`config.mk`:
```
export PLATFORM = sky130hd
export DESIGN_NAME = wdog_rstdist
export DESIGN_NICKNAME = d
export VERILOG_FILES = /design/src/rtl/wdog_rstdist_pkg.sv /design/src/rtl/wdog_regfile.sv /design/src/rtl/wdog_countdown.sv /design/src/rtl/wdog_pulse_bank.sv /design/src/rtl/wdog_rstdist.sv
export SDC_FILE = /design/constraint.sdc
export NUM_CORES = 1
export LEC_CHECK = 0
export ABC_AREA = 1
export BUFFER_PORTS_ARGS = -buffer_cell sky130_fd_sc_hd__buf_4
export CORE_ASPECT_RATIO = 1.1
export CORE_MARGIN = 1
export CORE_UTILIZATION = 63
export CTS_CLUSTER_DIAMETER = 40
export DETAILED_ROUTE_END_ITERATION = 12
export GPL_ROUTABILITY_DRIVEN = 0
export PLACE_DENSITY = 0.95
export SLEW_MARGIN = 0
export SYNTH_ARGS = -nofsm -noshare
export SYNTH_HDL_FRONTEND = slang
export SYNTH_SLANG_ARGS = --single-unit
```
`constraint.sdc`:
```
create_clock -name clk -period 4.2 [get_ports clk]
set_clock_uncertainty 0.1 [all_clocks]
set_input_delay 0.84 -clock clk [delete_from_list [all_inputs] [get_ports clk]]
set_output_delay 0.84 -clock clk [all_outputs]
set_load 0.02 [all_outputs]
```
`src/rtl/wdog_rstdist_pkg.sv`:
```
package wdog_rstdist_pkg;

    localparam int REG_W  = 32;
    localparam int ADDR_W = 8;

    localparam logic [ADDR_W-1:0] A_COUNT  = 8'h00;
    localparam logic [ADDR_W-1:0] A_RELOAD = 8'h04;
    localparam logic [ADDR_W-1:0] A_KICK   = 8'h08;
    localparam logic [ADDR_W-1:0] A_CTRL   = 8'h0C;
    localparam logic [ADDR_W-1:0] A_MASK   = 8'h1C;

    localparam logic [REG_W-1:0] KICK_KEY     = 32'h0000_4755;
    localparam logic [REG_W-1:0] MASK_DEFAULT = 32'h023F_FFF3;

    typedef enum logic [1:0] {
        ACT_NONE    = 2'd0,
        ACT_FULL    = 2'd1,
        ACT_MEMONLY = 2'd2
    } expire_act_e;

    typedef struct packed {
        logic              wr;
        logic [ADDR_W-1:0] addr;
        logic [REG_W-1:0]  data;
    } reg_req_t;

    function automatic expire_act_e pick_action(logic expire, logic mem_sel);
        if (!expire)      return ACT_NONE;
        else if (mem_sel) return ACT_MEMONLY;
        else              return ACT_FULL;
    endfunction

    function automatic logic is_kick(reg_req_t r);
        return r.wr && (r.addr == A_KICK) && (r.data == KICK_KEY);
    endfunction

endpackage

```
`src/rtl/wdog_regfile.sv`:
```
module wdog_regfile
    import wdog_rstdist_pkg::*;
#(
    parameter int              CNT_W      = 32,
    parameter int              NUM_PERIPH = 26,
    parameter logic [CNT_W-1:0] RELOAD_RST = CNT_W'(32'h0000_FFFF)
) (
    input  logic                  clk,
    input  logic                  rst,
    input  reg_req_t              req,
    input  logic                  clear_ctrl_i,
    input  logic [CNT_W-1:0]      cnt_i,
    output logic [CNT_W-1:0]      reload_o,
    output logic                  en_o,
    output logic [NUM_PERIPH-1:0] mask_o,
    output logic                  kick_o,
    output logic [REG_W-1:0]      rdata_o
);

    localparam logic [NUM_PERIPH-1:0] MASK_RST = MASK_DEFAULT[NUM_PERIPH-1:0];

    logic [CNT_W-1:0]      reload_q;
    logic                  ctrl_q;
    logic [NUM_PERIPH-1:0] mask_q;

    always_ff @(posedge clk) begin
        if (rst) begin
            reload_q <= RELOAD_RST;
            ctrl_q   <= 1'b0;
            mask_q   <= MASK_RST;
        end else begin
            if (req.wr && req.addr == A_RELOAD) reload_q <= req.data[CNT_W-1:0];
            if (req.wr && req.addr == A_MASK)   mask_q   <= req.data[NUM_PERIPH-1:0];
            if (clear_ctrl_i)                        ctrl_q <= 1'b0;
            else if (req.wr && req.addr == A_CTRL)   ctrl_q <= req.data[0];
        end
    end

    always_comb begin
        case (req.addr)
            A_COUNT:  rdata_o = REG_W'(cnt_i);
            A_RELOAD: rdata_o = REG_W'(reload_q);
            A_CTRL:   rdata_o = REG_W'(ctrl_q);
            A_MASK:   rdata_o = REG_W'(mask_q);
            default:  rdata_o = '0;
        endcase
    end

    assign reload_o = reload_q;
    assign en_o     = ctrl_q;
    assign mask_o   = mask_q;
    assign kick_o   = is_kick(req);

    // Memory-only expiry overrides any same-cycle control write.
    assert_ctrl_clear_R6: assert property (@(posedge clk) disable iff (rst)
        clear_ctrl_i |=> !en_o);

    // The mask only moves on a write to its own address.
    assert_mask_hold_R7: assert property (@(posedge clk) disable iff (rst)
        !(req.wr && req.addr == A_MASK) |=> $stable(mask_o));

endmodule

```
`src/rtl/wdog_countdown.sv`:
```
module wdog_countdown #(
    parameter int               CNT_W      = 32,
    parameter logic [CNT_W-1:0] RELOAD_RST = CNT_W'(32'h0000_FFFF)
) (
    input  logic             clk,
    input  logic             rst,
    input  logic             en_i,
    input  logic             tick_i,
    input  logic             kick_i,
    input  logic [CNT_W-1:0] reload_i,
    output logic [CNT_W-1:0] cnt_o,
    output logic             expire_o
);

    logic [CNT_W-1:0] cnt_q;
    logic             step;

    assign step     = en_i && tick_i && (cnt_q != '0);
    assign expire_o = step && !kick_i && (cnt_q == CNT_W'(1));

    always_ff @(posedge clk) begin
        if (rst)         cnt_q <= RELOAD_RST;
        else if (kick_i) cnt_q <= reload_i;
        else if (step)   cnt_q <= cnt_q - CNT_W'(1);
    end

    assign cnt_o = cnt_q;

    assert_hold_when_off_R2: assert property (@(posedge clk) disable iff (rst)
        (!en_i && !kick_i) |=> $stable(cnt_o));

    assert_kick_loads_R3: assert property (@(posedge clk) disable iff (rst)
        kick_i |=> (cnt_o == $past(reload_i)));

    assert_expire_zero_R4: assert property (@(posedge clk) disable iff (rst)
        expire_o |=> (cnt_o == '0));

    assert_no_wrap_R4: assert property (@(posedge clk) disable iff (rst)
        (cnt_o == '0 && !kick_i) |=> (cnt_o == '0));

endmodule

```
`src/rtl/wdog_pulse_bank.sv`:
```
module wdog_pulse_bank #(
    parameter int LANES     = 27,
    parameter int PULSE_CYC = 4
) (
    input  logic             clk,
    input  logic             rst,
    input  logic [LANES-1:0] trig_i,
    output logic [LANES-1:0] out_o
);

    localparam int PW = $clog2(PULSE_CYC + 1);

    for (genvar g = 0; g < LANES; g++) begin : g_lane
        logic [PW-1:0] left_q;

        always_ff @(posedge clk) begin
            if (rst)                left_q <= '0;
            else if (trig_i[g])     left_q <= PW'(PULSE_CYC);
            else if (left_q != '0)  left_q <= left_q - PW'(1);
        end

        assign out_o[g] = (left_q != '0);

        assert_pulse_start_R5: assert property (@(posedge clk) disable iff (rst)
            trig_i[g] |=> out_o[g]);

        assert_pulse_cause_R5: assert property (@(posedge clk) disable iff (rst)
            $rose(out_o[g]) |-> $past(trig_i[g]));
    end

endmodule

```
`src/rtl/wdog_rstdist.sv`:
```
module wdog_rstdist
    import wdog_rstdist_pkg::*;
#(
    parameter int               CNT_W      = 32,
    parameter int               NUM_PERIPH = 26,
    parameter int               PULSE_CYC  = 4,
    parameter int               MEM_IDX    = 2,
    parameter logic [CNT_W-1:0] RELOAD_RST = CNT_W'(32'h0000_FFFF)
) (
    input  logic                  clk,
    input  logic                  rst,
    input  logic                  reg_wr,
    input  logic [7:0]            reg_addr,
    input  logic [31:0]           reg_wdata,
    output logic [31:0]           reg_rdata,
    input  logic                  tick,
    input  logic [31:0]           sysctl_cfg,
    output logic [NUM_PERIPH-1:0] periph_rst,
    output logic                  sys_rst
);

    localparam int                    LANES       = NUM_PERIPH + 1;
    localparam logic [NUM_PERIPH-1:0] MEM_ONEHOT  = NUM_PERIPH'(1) << MEM_IDX;

    reg_req_t              req;
    logic [CNT_W-1:0]      reload, cnt;
    logic                  en, kick, expire, clear_ctrl;
    logic [NUM_PERIPH-1:0] mask;
    logic [LANES-1:0]      trig, pulses;
    expire_act_e           act;
    logic                  unused_cfg;

    assign req        = '{wr: reg_wr, addr: reg_addr, data: reg_wdata};
    assign unused_cfg = ^sysctl_cfg[31:1];

    wdog_regfile #(
        .CNT_W      (CNT_W),
        .NUM_PERIPH (NUM_PERIPH),
        .RELOAD_RST (RELOAD_RST)
    ) u_regs (
        .clk          (clk),
        .rst          (rst),
        .req          (req),
        .clear_ctrl_i (clear_ctrl),
        .cnt_i        (cnt),
        .reload_o     (reload),
        .en_o         (en),
        .mask_o       (mask),
        .kick_o       (kick),
        .rdata_o      (reg_rdata)
    );

    wdog_countdown #(
        .CNT_W      (CNT_W),
        .RELOAD_RST (RELOAD_RST)
    ) u_count (
        .clk      (clk),
        .rst      (rst),
        .en_i     (en),
        .tick_i   (tick),
        .kick_i   (kick),
        .reload_i (reload),
        .cnt_o    (cnt),
        .expire_o (expire)
    );

    assign act        = pick_action(expire, sysctl_cfg[0]);
    assign clear_ctrl = (act == ACT_MEMONLY);

    always_comb begin
        case (act)
            ACT_FULL:    trig = {1'b1, mask};
            ACT_MEMONLY: trig = {1'b0, MEM_ONEHOT};
            default:     trig = '0;
        endcase
    end

    wdog_pulse_bank #(
        .LANES     (LANES),
        .PULSE_CYC (PULSE_CYC)
    ) u_pulse (
        .clk    (clk),
        .rst    (rst),
        .trig_i (trig),
        .out_o  (pulses)
    );

    assign periph_rst = pulses[NUM_PERIPH-1:0];
    assign sys_rst    = pulses[NUM_PERIPH];

    assert_full_sys_R5: assert property (@(posedge clk) disable iff (rst)
        (act == ACT_FULL) |=> sys_rst);

    assert_memonly_nosys_R6: assert property (@(posedge clk) disable iff (rst)
        (act == ACT_MEMONLY && !sys_rst) |=> !sys_rst);

    assert_memonly_hit_R6: assert property (@(posedge clk) disable iff (rst)
        (act == ACT_MEMONLY) |=> periph_rst[MEM_IDX]);

    always_comb begin
        if (!rst && reg_addr == A_MASK)
            assert_resv_zero_R7: assert (reg_rdata[31:NUM_PERIPH] == '0);
    end

endmodule

```
Word-level counts from Yosys, hierarchy flattened

Index checks and enable logic that the tools add are counted.

Add/sub/neg operators: 28
Reduce and logical (&&, ||, !) cells: 95
Eq/ne operators: 8
Multipliers: 0
Shifts and indexed selects: 0
Multiplexer cells: 60
Magnitude comparators: 0
Bitwise logic cells: 0
Divide/modulo/power cells: 0

Operators by type and width:

| operator                                              | count |
|---|---|
| two-way mux 3 bit                                     | 54 |
| one-hot mux 32 bit (4 select lines)                   | 1 |
| nonzero test 3 bit                                    | 27 |
| subtractor 3 x 1 -> 3 bit, second input constant      | 27 |
| two-way mux 32 bit                                    | 2 |
| nonzero test 2 bit                                    | 28 |
| OR reduction 2 bit                                    | 28 |
| one-hot mux 27 bit (2 select lines)                   | 1 |
| equality test 32 x 1 -> 1 bit, second input constant  | 1 |
| equality test 32 x 15 -> 1 bit, second input constant | 1 |
| nonzero test 32 bit                                   | 1 |
| subtractor 32 x 1 -> 32 bit, second input constant    | 1 |
| equality test 8 x 4 -> 1 bit, second input constant   | 2 |
| logical AND 1 bit                                     | 9 |
| equality test 8 x 3 -> 1 bit, second input constant   | 1 |
| equality test 8 x 5 -> 1 bit, second input constant   | 1 |
| logical NOT 8 bit                                     | 1 |
| two-way mux 2 bit                                     | 2 |
| equality test 2 x 1 -> 1 bit, second input constant   | 1 |
| equality test 2 bit, second input constant            | 1 |
| logical NOT 1 bit                                     | 1 |

Bits in registers: 172
Output and inout bits: 59
RAM bits: 0
Input bits: 76
Memory bits (read-only): 0
Memories: 0
Logic and storage cells: 249
Latch bits: 0

Logic depth before layout (Yosys ltp)

Gate-level depths: netlist of the first run.

Depth after elaboration: 10
Mapped depth: 12
Mapped depth without buffers: 12

Cells and area by module

A second synthesis of the first run with hierarchy kept.

Cell total of the unflattened synthesis: 1696
Area, all modules: 11010.6 µm²

By module, submodules not included:

| module          | cells an instance | sequential area each (µm²) | times used | area each (µm²) |
|---|---|---|---|---|
| wdog_pulse_bank | 708               | 1621.6                     | 1          | 5153.7 |
| wdog_regfile    | 515               | 1181.1                     | 1          | 3143.0 |
| wdog_countdown  | 414               | 640.6                      | 1          | 2467.4 |
| wdog_rstdist    | 59                | 0.0                        | 1          | 246.5 |

Worst setup path before layout of the first run

Ideal clock, no wire load.

Path kind: input-to-output
From: input reg_addr[1]
To: output reg_rdata[27]
Stages: 6
Data required time: 3.260 ns
Arrival time: 2.198 ns
Path slack: 1.062 ns
Buffers on the path: 1
Path through: nor2_1 > inv_1 > nor3_1 > nand2_1 > clkbuf_1 > o21ai_0

Word-level cells in the longest chain between the ends: 2
Elaborated cells on any way between the ends: 5
Classes of those cells: eq/ne (3); mux (1); reduce/logical (1)

RTL lines:

| what                                                       | line               | source |
|---|---|---|
| start: declaration                                         | wdog_rstdist.sv:13 | `input logic [7:0] reg_addr,` |
| equality test 8 x 5 -> 1 bit, or another cell as far along | wdog_regfile.sv:40 | `case (req.addr)` |
| one-hot mux 32 bit (4 select lines) (*)                    | wdog_regfile.sv:40 |  |
| end: declaration                                           | wdog_rstdist.sv:15 | `output logic [31:0] reg_rdata,` |

Every way passes the cells marked *; elsewhere a longest branch is shown, timed or not.

Worst setup path after layout of the first run

From: input reg_addr[1]
To: output reg_rdata[22]

The elaborated chain is that of the path after synthesis.

==> summary.md, run 1 <==
| Metric | Value |
|---|---|
| Flop pwr share | 33.5% |
| Syn_area_per_cell | 7.04 sq um |
| Async SR Flop Fraction | 0% |
| Crit path launch | reg_addr[1] |
| Critical path arrival | 2940 ps |
| Worst EP required | 3260 ps |
| Ranking of synthesized cells by area | dfxtp_1 36%, nand2_1 12%, ha_1 11% |
| Min Tclk post-route | 3880 ps |
| Max Clk Rate | 258 MHz |
| Chip width | 120 um |
| CP Depth | 9 |
| List of most frequent post-synthesis cells | 302 x nand2_1, 212 x inv_1, 172 x dfxtp_1 |
| Nets | 1608 |
| RSZ-0062 raised after global routing | false |
| Slowest CP cell | nand2_1 |
| PwrDens | 588 mW/mm^2 |
| Antenna violations before repair | 0 |
| Top-count cell post-synth | nand2_1 |
| Status | complete, no violations |
| I/O pin count | 135 |
| Antenna viol nets, final | 0 |
| Reg2reg setup slack | 1440 ps |
| Tcrit/Tclk final | 92.4% |
| Critical path type | in2out |
| Root Driver | clkbuf_16 |
| Max Slew Vio Count | 0 |
| Class of the worst hold path | reg2reg |
| Crit path capture | reg_rdata[22] |
| Row cnt | 46 |
| TritonCTS clock tree | built |
| Max Fanout on Critical Path | 15 |
| Final count of hold timing violations | 0 |
| Vias per cell | 5.81 |
| Seq/Total Area, Yosys | 35.9% |
| Synth-to-Final Area Change | 16.0% |
| Synthesized instance count | 1360 |
| Leakage | 0.00547 uW |
| CP delay by family, top | simple AND/OR/NAND/NOR gates |
| Total of flip-flops plus latches after synthesis | 172 |
| Least-Margin Pin Slew | 1210 ps |
| Crit end category | primary output |
| Proportion of layout cells with a drive suffix above 1 | 11.6% |
| Die H | 131 um |
| Yosys cell types | 34 |
| CTS H-tree depth | 4 |
| Setup Total Neg Slack | 0 ps |
| Comb power frac | 41.2% |
| Drt wl/cell | 16.4 um |
| Core Box Area | 0.0146 sq mm |
| Top_reg_cell synth | dfxtp_1 |
| First-pass GRT wire length | 43.9 mm |
| # clock sinks | 172 |
| Final Util | 76.0% |
| Max-slew headroom | 19.0% |
| Clock power share | 25.3% |
| Post-CTS Setup Bufs | 0 |
| Critical Path Start Type | input pin |
| Vias | 9602 |
| Drt first pass iters | 6 |
| Clk_lat worst skew | 440 ps |
| Post-CTS sizing | 0 |
| Grt ovf | 0 |
| ANT cells | 0 |
| # DRC | 0 |
| Critical Path, Cell by Cell | buf_4 > nor2_1 > inv_1 > nor3_1 > nand2_1 > clkinv_1 > nand2_1 > o221ai_1 > buf_4 |
| GRT Total Usage | 34.9% |
| Sw frac | 38.5% |
| R2r startpoint | u_count.cnt_o[18] |
| Number of global-route vias before repair | 9166 |
| R2r worst-path depth | 8 |
| Sw power | 2510 uW |
| Post-Syn Area | 0.00958 sq mm |
| Die area | 0.0157 sq mm |
| Pint | 4020 uW |
| Top cell type by total area after synthesis | dfxtp_1 |
| Buffers & Inverters on Critical Path | 4 |
| Port bufs | 103 |
| Worst R2R End | u_pulse.g_lane[23].left_q[0] |
| Ys Warns | 0 |
| Maximum vdd drop | 0.502 mV |
| Initial core utilization | 65.5% |
| Hpwl dp | 19.0 mm |
| CTS Buf Count | 17 |
| Endpoints failing setup | 0 |
| Hold Buf Count CTS | 0 |
| Yosys top cell area share | 35.9% |
| Max cap viols | 0 |
| Clk buf depth | 2 |
| Synth Net Count | 1520 |
| Largest net degree at the start of global routing | 63 |
| DRT iter0 DRCs | 1094 |
| Crit-path max cell delay | 460 ps |
| WL final | 27.1 mm |
| Clk slew on worst S/H paths | 60 ps |
| Number of synthesized flops with an enable pin | 0 |
[worst min-delay path by stage]
stage | startpoint | to | depth (start not counted)
detailed placement | u_count.cnt_o[1] | u_count.cnt_o[1] | 2
CTS | u_count.cnt_o[1] | u_count.cnt_o[1] | 2
global route | u_regs.reload_o[26] | u_regs.reload_o[26] | 2
finish | u_count.cnt_o[1] | u_count.cnt_o[1] | 2
floorplan | u_count.cnt_o[1] | u_count.cnt_o[1] | 2
global placement | u_count.cnt_o[1] | u_count.cnt_o[1] | 2
[through the flow]
stage / power, uW / hold slack [ps] / std cells / worst slack, ps / area, sq um
after CTS: 6530 / 372 / 1653 / 414 / 11100
after floorplan: 4040 / 326 / 1360 / 1060 / 9580
after global placement: 4620 / 338 / 1621 / 576 / 10500
after global routing: 7000 / 399 / 1653 / 248 / 11100
after detailed placement: 4840 / 355 / 1621 / 439 / 10500
final: 6530 / 380 / 1653 / 321 / 11100
[kinds of logic after synthesis]
kind of cell	synth area share (%)
simple gates	25.6
buf+inv	10.8
fa+ha+maj	11.0
xor+xnor	3.84
compound gates	12.8
flops	35.9
[tightest hold or removal path, stage by stage (launching register included)]
cell and delay [ps]:
dfxtp_1 330, a21oi_1 60, nand2_1 50
[area by class of cell]
class                   count  area, sq um
fillers                   994         3510
well taps                 192          240
clock buffers              17          425
inverters                 216          811
flip-flops and latches    172         3440
repair buffers            118          898
multi-input cells         923         5100
clock inverters            15          188
[flip-flops by register name, indices dropped and copies added (netlist names)]
| register | flops |
|---|---|
| u_regs.en_o | 1 |
| u_pulse.g_lane.left_q | 81 |
| u_count.cnt_o | 32 |
| u_regs.mask_o | 26 |
| u_regs.reload_o | 32 |
[metal layers]
layer	vias to the layer above	wire, um	track usage [%]
li1	4521	-	-
met1	4404	10100	41.3
met2	556	12800	57.9
met3	121	2660	7.38
met4	0	1480	20.1
met5	-	0	0
[power by group through the flow]
stage	sequential (uW)	clock, uW	combinational (uW)
final	2190	1650	2690
after global routing	2230	1720	3040
after CTS	2180	1650	2690
after detailed placement	2210	0	2630
after global placement	2190	0	2430
after floorplan	2170	0	1870
[cells in the final DEF, fill, tap and decap left out, types with 3 or more instances in the layout]
| cell | count |
|---|---|
| xor2_1 | 37 |
| nor2_1 | 146 |
| inv_1 | 211 |
| nand4_1 | 40 |
| o221ai_1 | 8 |
| o21ai_0 | 82 |
| clkbuf_16 | 17 |
| ha_1 | 84 |
| a211oi_1 | 5 |
| a31oi_1 | 4 |
| nor3_1 | 5 |
| dfxtp_1 | 172 |
| inv_2 | 3 |
| buf_4 | 117 |
| bufinv_16 | 3 |
| nor2_2 | 9 |
| clkinv_4 | 4 |
| o211ai_1 | 42 |
| inv_6 | 3 |
| xnor2_1 | 5 |
| nand3_1 | 75 |
| a21oi_1 | 67 |
| nand2_1 | 302 |
(Power assumes the default switching activity.)
==> run 2: changes to the inputs <==
- CAP_MARGIN: not set -> 10
- SYNTH_HIERARCHICAL: not set -> 1
==> run 2 against run 1 <==
Compared with the run above:
- global-route usage down 1.7 points
- maximum frequency increased by 18%
- wire length grew 8.8%
- worst setup slack gained 590 ps
- utilization fell by 3.1 points
- via count grew 14%
- die area rose by 15%
==> summary.md, run 2 <==
| Metric | Value |
|---|---|
| Least-Margin Pin Slew | 792 ps |
| Critical path arrival | 2350 ps |
| DRT iter0 DRCs | 1169 |
| Yosys cell types | 34 |
| Number of global-route vias before repair | 10400 |
| CP delay by family, top | simple AND/OR/NAND/NOR gates |
| Most common cell after layout, fill and taps aside | nand2_1 |
| Top cell type by total area after synthesis | dfxtp_1 |
| Most frequent cells in the layout | 372 x nand2_1, 329 x nor2_1, 319 x inv_1, 172 x dfxtp_1, 155 x nand3_1 |
| R2r startpoint | u_count/cnt_o[0] |
| Hold Buf Count CTS | 0 |
| Final count of hold timing violations | 0 |
| WHS Path Cells | 2 |
| GRT Total Usage | 33.2% |
| Reg2reg setup slack | 1140 ps |
| Largest Register | u_pulse/g_lane.left_q |
| Top-count cell post-synth | nand2_1 |
| Comb power frac | 38.3% |
| CTS Buf Count | 17 |
| Drt wl/cell | 14.5 um |
| Crit path launch | reg_addr[1] |
| Nets | 1938 |
| Largest net degree at the start of global routing | 79 |
| Status | complete, no violations |
| Hpwl dp | 20.4 mm |
| Vias | 10900 |
| Chip width | 128 um |
| Clk slew on worst S/H paths | 70 ps |
| Sink of the worst hold path | u_pulse/g_lane[0].left_q[1] |
| List of most frequent post-synthesis cells | 372 x nand2_1, 330 x nor2_1, 319 x inv_1 |
| Synthesized instance count | 1696 |
| Placed Cells | 1994 |
| Min Tclk post-route | 3290 ps |
| Number of synthesized flops with an enable pin | 0 |
| Row cnt | 50 |
| Storage cell area | 0.00344 sq mm |
| Async SR Flop Fraction | 0% |
| RSZ-0062 raised after global routing | false |
| Post-Syn Area | 0.0110 sq mm |
| Sw frac | 38.0% |
| Die H | 141 um |
| Grt ovf | 0 |
| Ranking of synthesized cells by area | dfxtp_1 31%, nand2_1 13%, nor2_1 11% |
| Critical Path, Cell by Cell | buf_4 > nor2_2 > nand2_1 > nor2_4 > buf_4 > nand2_1 > nand2_1 > inv_1 > nand2_1 > buf_4 |
| Maximum vdd drop | 0.329 mV |
| Max Clk Rate | 304 MHz |
| Slowest CP cell | nor2_4 |
| Flop pwr share | 34.5% |
| Cell area after layout | 0.0124 sq mm |
| Port bufs | 103 |
| Clk_lat worst skew | 430 ps |
| Class of the worst hold path | reg2reg |
| Yosys top cell area share | 31.3% |
| Antenna violations before repair | 0 |
| Crit end category | primary output |
| Worst EP required | 3260 ps |
| Core Box Area | 0.0171 sq mm |
| PwrDens | 471 mW/mm^2 |
| Multi-input logic area | 0.00602 sq mm |
| # clock sinks | 172 |
| Fill count | 1246 |
| Leakage | 0.00648 uW |
| Worst path most repeated cell | nand2_1 |
| Total of flip-flops plus latches after synthesis | 172 |
| Endpoints failing setup | 0 |
| Vias per cell | 5.39 |
| Placed Area | 0.0119 sq mm |
| Ys Warns | 6 |
| Drt first pass iters | 9 |
| Worst R2R End | u_pulse/g_lane[0].left_q[2] |
| Clk buf depth | 2 |
| Top_reg_cell synth | dfxtp_1 |
| First-pass GRT wire length | 47.6 mm |
| R2r worst-path depth | 15 |
| Max Slew Vio Count | 0 |
| Max cap viols | 0 |
| Max-slew headroom | 47.2% |
| Hold Startpoint | u_pulse/g_lane[0].left_q[1] |
| Initial core utilization | 64.5% |
| Tcrit/Tclk final | 78.3% |
| Critical Path Start Type | input pin |
| Pint | 3640 uW |
| Seq/Total Area, Yosys | 31.3% |
| Max Fanout on Critical Path | 15 |
| Max FFs per register | 81 |
| Fin cells | 2026 |
| Setup Total Neg Slack | 0 ps |
| Post-CTS sizing | 0 |
| Crit-path max cell delay | 270 ps |
| Buffers & Inverters on Critical Path | 4 |
| Root Driver | clkbuf_16 |
| Critical path type | in2out |
| I/O pin count | 135 |
| WL final | 29.4 mm |
| Post-CTS Setup Bufs | 0 |
| CTS H-tree depth | 4 |
| Sw power | 2230 uW |
| Clock power share | 27.2% |
| # DRC | 0 |
| Synth-to-Final Area Change | 13.0% |
| Proportion of layout cells with a drive suffix above 1 | 14.8% |
| Syn_area_per_cell | 6.49 sq um |
| TritonCTS clock tree | built |
| Die area | 0.0180 sq mm |
| ANT cells | 0 |
| Synth Net Count | 1855 |
| Antenna viol nets, final | 0 |
[run 2: cell types whose count changed in the layout (fill, tap and decap cells not counted), sizes merged, moves of 5 or more]
| cell | previous run | this run |
|---|---|---|
| nor2 | 156 | 394 |
| xor2 | 37 | 7 |
| nand3 | 75 | 156 |
| o221ai | 8 | 0 |
| a211oi | 5 | 0 |
| nand2 | 303 | 381 |
| clkbuf | 17 | 23 |
| a21oi | 67 | 34 |
| o211ai | 42 | 12 |
| inv | 218 | 320 |
| o21bai | 0 | 5 |
| o21ai | 84 | 55 |
| nand4 | 40 | 14 |
[run 2: final cells by class]
cell class	instances	area share, %
sequential	172	27.7
inverter	322	9.71
timing repair buffer	119	7.18
clock buffer	23	3.84
tap	234	2.35
clock inverter	9	0.905
multi-input combinational	1147	48.4
[run 2: power groups by stage]
stage / clock network (uW) / registers [uW] / logic (uW)
6_report: 1600 / 2030 / 2250
5_1_grt: 1670 / 2050 / 2520
4_1_cts: 1600 / 2020 / 2250
3_5_place_dp: 0 / 2060 / 2220
3_3_place_gp: 0 / 2040 / 2060
2_1_floorplan: 0 / 2030 / 1590
[run 2: how the worst max path moves through the flow]
stage,end,depth (start not counted)
after floorplan,u_pulse/g_lane[4].left_q[0],16
after global placement,u_pulse/g_lane[0].left_q[0],16
after detailed placement,u_pulse/g_lane[0].left_q[2],17
after CTS,reg_rdata[0],10
after global routing,reg_rdata[0],10
final,reg_rdata[0],10
[run 2: metal layers]
layer | track usage (%) | wire length, um | vias up
li1 | - | - | 5253
met1 | 37.0 | 10900 | 4900
met2 | 57.8 | 14200 | 629
met3 | 6.79 | 2590 | 146
met4 | 21.0 | 1730 | 0
met5 | 0 | 0 | -
[run 2: logic make-up after synthesis]
family                     share of synthesized area (%)
AOI/OAI and AO/OA                                   6.76
xor gates and xnor gates                           0.796
adders and majority gates                           9.43
buffers and inverters                               14.1
DFF                                                 31.3
and+or+nand+nor                                     37.6
[run 2: per-stage QoR]
step	setup slack, ps	hold WS (ps)	util [%]	power, uW
finish	912	388	72.9	5870
global route	819	405	72.9	6250
CTS	967	390	72.9	5880
detailed placement	879	377	69.4	4270
global placement	930	367	69.4	4110
floorplan	1070	351	-	3620
[run 2: tightest hold or removal path, cell delays in order, from the launching register on]
cell,delay [ps]
dfxtp_1,310
nor2_1,90
nor2_1,50
==> run 3: changes to the inputs <==
- ABC_AREA: 1 -> 0
- CORE_UTILIZATION: 63 -> 59
- PLACE_DENSITY: 0.95 -> 0.9
- clock period: 4.2 -> 3.1 ns (I/O delays scaled with it)
==> run 3 against run 2 <==
Compared with the run above:
- critical endpoint is now reg_rdata[11]
- clock power rose by 39%
- utilization grew 0.059 points
- largest cell class unchanged
- first-iteration DRC count shrank 28%
- sequential power increased by 36%
- worst setup slack got worse by 770 ps
==> summary.md, run 3 <==
| Metric | Value |
|---|---|
| Storage cell area | 0.00344 sq mm |
| Tcrit/Tclk final | 95.3% |
| Placed Cells | 1493 |
| Endpoints failing setup | 0 |
| Number of global-route vias before repair | 9157 |
| Row cnt | 50 |
| Max FFs per register | 81 |
| Hpwl dp | 19.2 mm |
| Status | complete, no violations |
| Least-Margin Pin Slew | 846 ps |
| Critical path arrival | 2240 ps |
| Max Slew Vio Count | 0 |
| Min Tclk post-route | 2960 ps |
| Total of flip-flops plus latches after synthesis | 172 |
| PwrDens | 703 mW/mm^2 |
| Antenna viol nets, final | 0 |
| Largest net degree at the start of global routing | 149 |
| Slowest CP cell | or4b_4 |
| Die area | 0.0183 sq mm |
| R2r startpoint | u_count/cnt_o[23] |
| Crit-path max cell delay | 540 ps |
| Drt wl/cell | 18.3 um |
| Final count of hold timing violations | 0 |
| DRT iter0 DRCs | 839 |
| Synth Net Count | 1292 |
| First-pass GRT wire length | 44.5 mm |
| Max-slew headroom | 43.6% |
| Largest Register | u_pulse/g_lane.left_q |
| Critical path type | in2out |
| Multi-input logic area | 0.00603 sq mm |
| # DRC | 0 |
| Crit end category | primary output |
| Maximum vdd drop | 0.467 mV |
| Proportion of layout cells with a drive suffix above 1 | 22.1% |
| Vias | 9324 |
| Max Clk Rate | 338 MHz |
| Hold Startpoint | reg_wdata[26] |
| I/O pin count | 135 |
| Worst EP required | 2380 ps |
| Core Box Area | 0.0172 sq mm |
| Die H | 142 um |
| Nets | 1438 |
| Crit path launch | reg_addr[4] |
| Ys Warns | 6 |
| Initial core utilization | 61.1% |
| Tot Pwr | 8820 uW |
| Number of synthesized flops with an enable pin | 0 |
| Reg2reg setup slack | 550 ps |
| WL final | 27.9 mm |
| Syn_area_per_cell | 9.27 sq um |
| Vias per cell | 6.11 |
| Grt ovf | 0 |
| Port bufs | 103 |
| Clk buf depth | 2 |
| Synthesized instance count | 1133 |
| Most frequent cells in the layout | 192 x buf_4, 172 x dfxtp_1, 170 x inv_1, 87 x nor2_1, 83 x ha_1 |
| List of most frequent post-synthesis cells | 172 x dfxtp_1, 170 x inv_1, 89 x nor2_1 |
| RSZ-0062 raised after global routing | false |
| Async SR Flop Fraction | 0% |
| GRT Total Usage | 31.0% |
| Class of the worst hold path | in2reg |
| Top cell type by total area after synthesis | dfxtp_1 |
| Critical Path, Cell by Cell | buf_4 > buf_4 > or4b_4 > nor2_2 > buf_12 > a221o_1 > buf_4 |
| Drt first pass iters | 6 |
| Post-CTS sizing | 0 |
| Max Fanout on Critical Path | 32 |
| Ranking of synthesized cells by area | dfxtp_1 33%, ha_1 9.9%, mux2i_1 6.9% |
| Top-count cell post-synth | dfxtp_1 |
| TritonCTS clock tree | built |
| Post-Syn Area | 0.0105 sq mm |
| Antenna violations before repair | 1 |
| Clk slew on worst S/H paths | 60 ps |
| Hold Buf Count CTS | 0 |
| Most common cell after layout, fill and taps aside | buf_4 |
| Root Driver | clkbuf_16 |
| Critical Path Start Type | input pin |
| Yosys cell types | 66 |
| Max cap viols | 0 |
| Leakage | 0.00551 uW |
| Fill count | 1151 |
| Synth-to-Final Area Change | 19.4% |
| CTS H-tree depth | 4 |
| Post-CTS Setup Bufs | 0 |
| Yosys top cell area share | 32.8% |
| Worst path most repeated cell | buf_4 |
| CTS Buf Count | 17 |
| # clock sinks | 172 |
| Clk_lat worst skew | 430 ps |
| Fin cells | 1527 |
| Seq/Total Area, Yosys | 32.8% |
| Chip width | 129 um |
| Top_reg_cell synth | dfxtp_1 |
## run 3: final timing paths
path                                                     to  depth (start not counted)
worst max-delay path                          reg_rdata[11]                          7
worst min-delay path                    u_regs/reload_o[26]                          3
worst max register to register  u_pulse/g_lane[7].left_q[2]                          9
worst min register to register          u_regs/reload_o[16]                          2
## run 3: power breakdown
part           switching (uW)  leakage (uW)  internal [uW]  total [uW]
Clock                     902      0.000297           1330        2230
Sequential                206       0.00140           2560        2770
Combinational            2170       0.00381           1640        3810
## run 3: critical path: cells and delay by family
| kind | cells | cell delay, ps |
|---|---|---|
| and+or+nand+nor | 2 | 680 |
| AOI/OAI and AO/OA | 1 | 270 |
| buffers and inverters | 4 | 640 |
## run 3: logic make-up after synthesis
logic type	Yosys count	synth area share, %
and+or+nand+nor	355	20.3
buffers and inverters	241	10.3
AOI/OAI and AO/OA	182	17.6
DFF	172	32.8
adders and majority gates	83	9.88
muxes	72	6.86
xor gates and xnor gates	28	2.33
## run 3: layout make-up
cell class / count / share of cell area, %
flip-flops and latches: 172 / 27.4
multi-input cells: 720 / 48.1
clock buffers: 22 / 3.78
repair buffers: 197 / 12.1
inverters: 171 / 5.12
diodes: 1 / 0.0199
well taps: 234 / 2.33
clock inverters: 10 / 1.10
## run 3: per-stage QoR
step | setup WS, ps | util [%] | cell area (sq um) | hold slack (ps) | setup TNS, ps
floorplan | 11.6 | - | 10500 | 352 | 0
global placement | -170 | 69.3 | 11900 | 372 | -7880
detailed placement | -270 | 69.3 | 11900 | 381 | -14010
CTS | 0.445 | 72.9 | 12500 | 356 | 0
global route | 89.4 | 72.9 | 12500 | 372 | 0
finish | 144 | 72.9 | 12500 | 370 | 0
## run 3: routing by layer
metal | vias to the layer above | part of all wire [%] | global-route usage (%) | wire (um)
met5 | - | 0 | 0 | 0
met1 | 4420 | 39 | 37.1 | 10900
li1 | 4289 | - | - | -
met2 | 520 | 48 | 52.5 | 13500
met3 | 95 | 8.1 | 5.45 | 2260
met4 | 0 | 4.5 | 16.6 | 1250
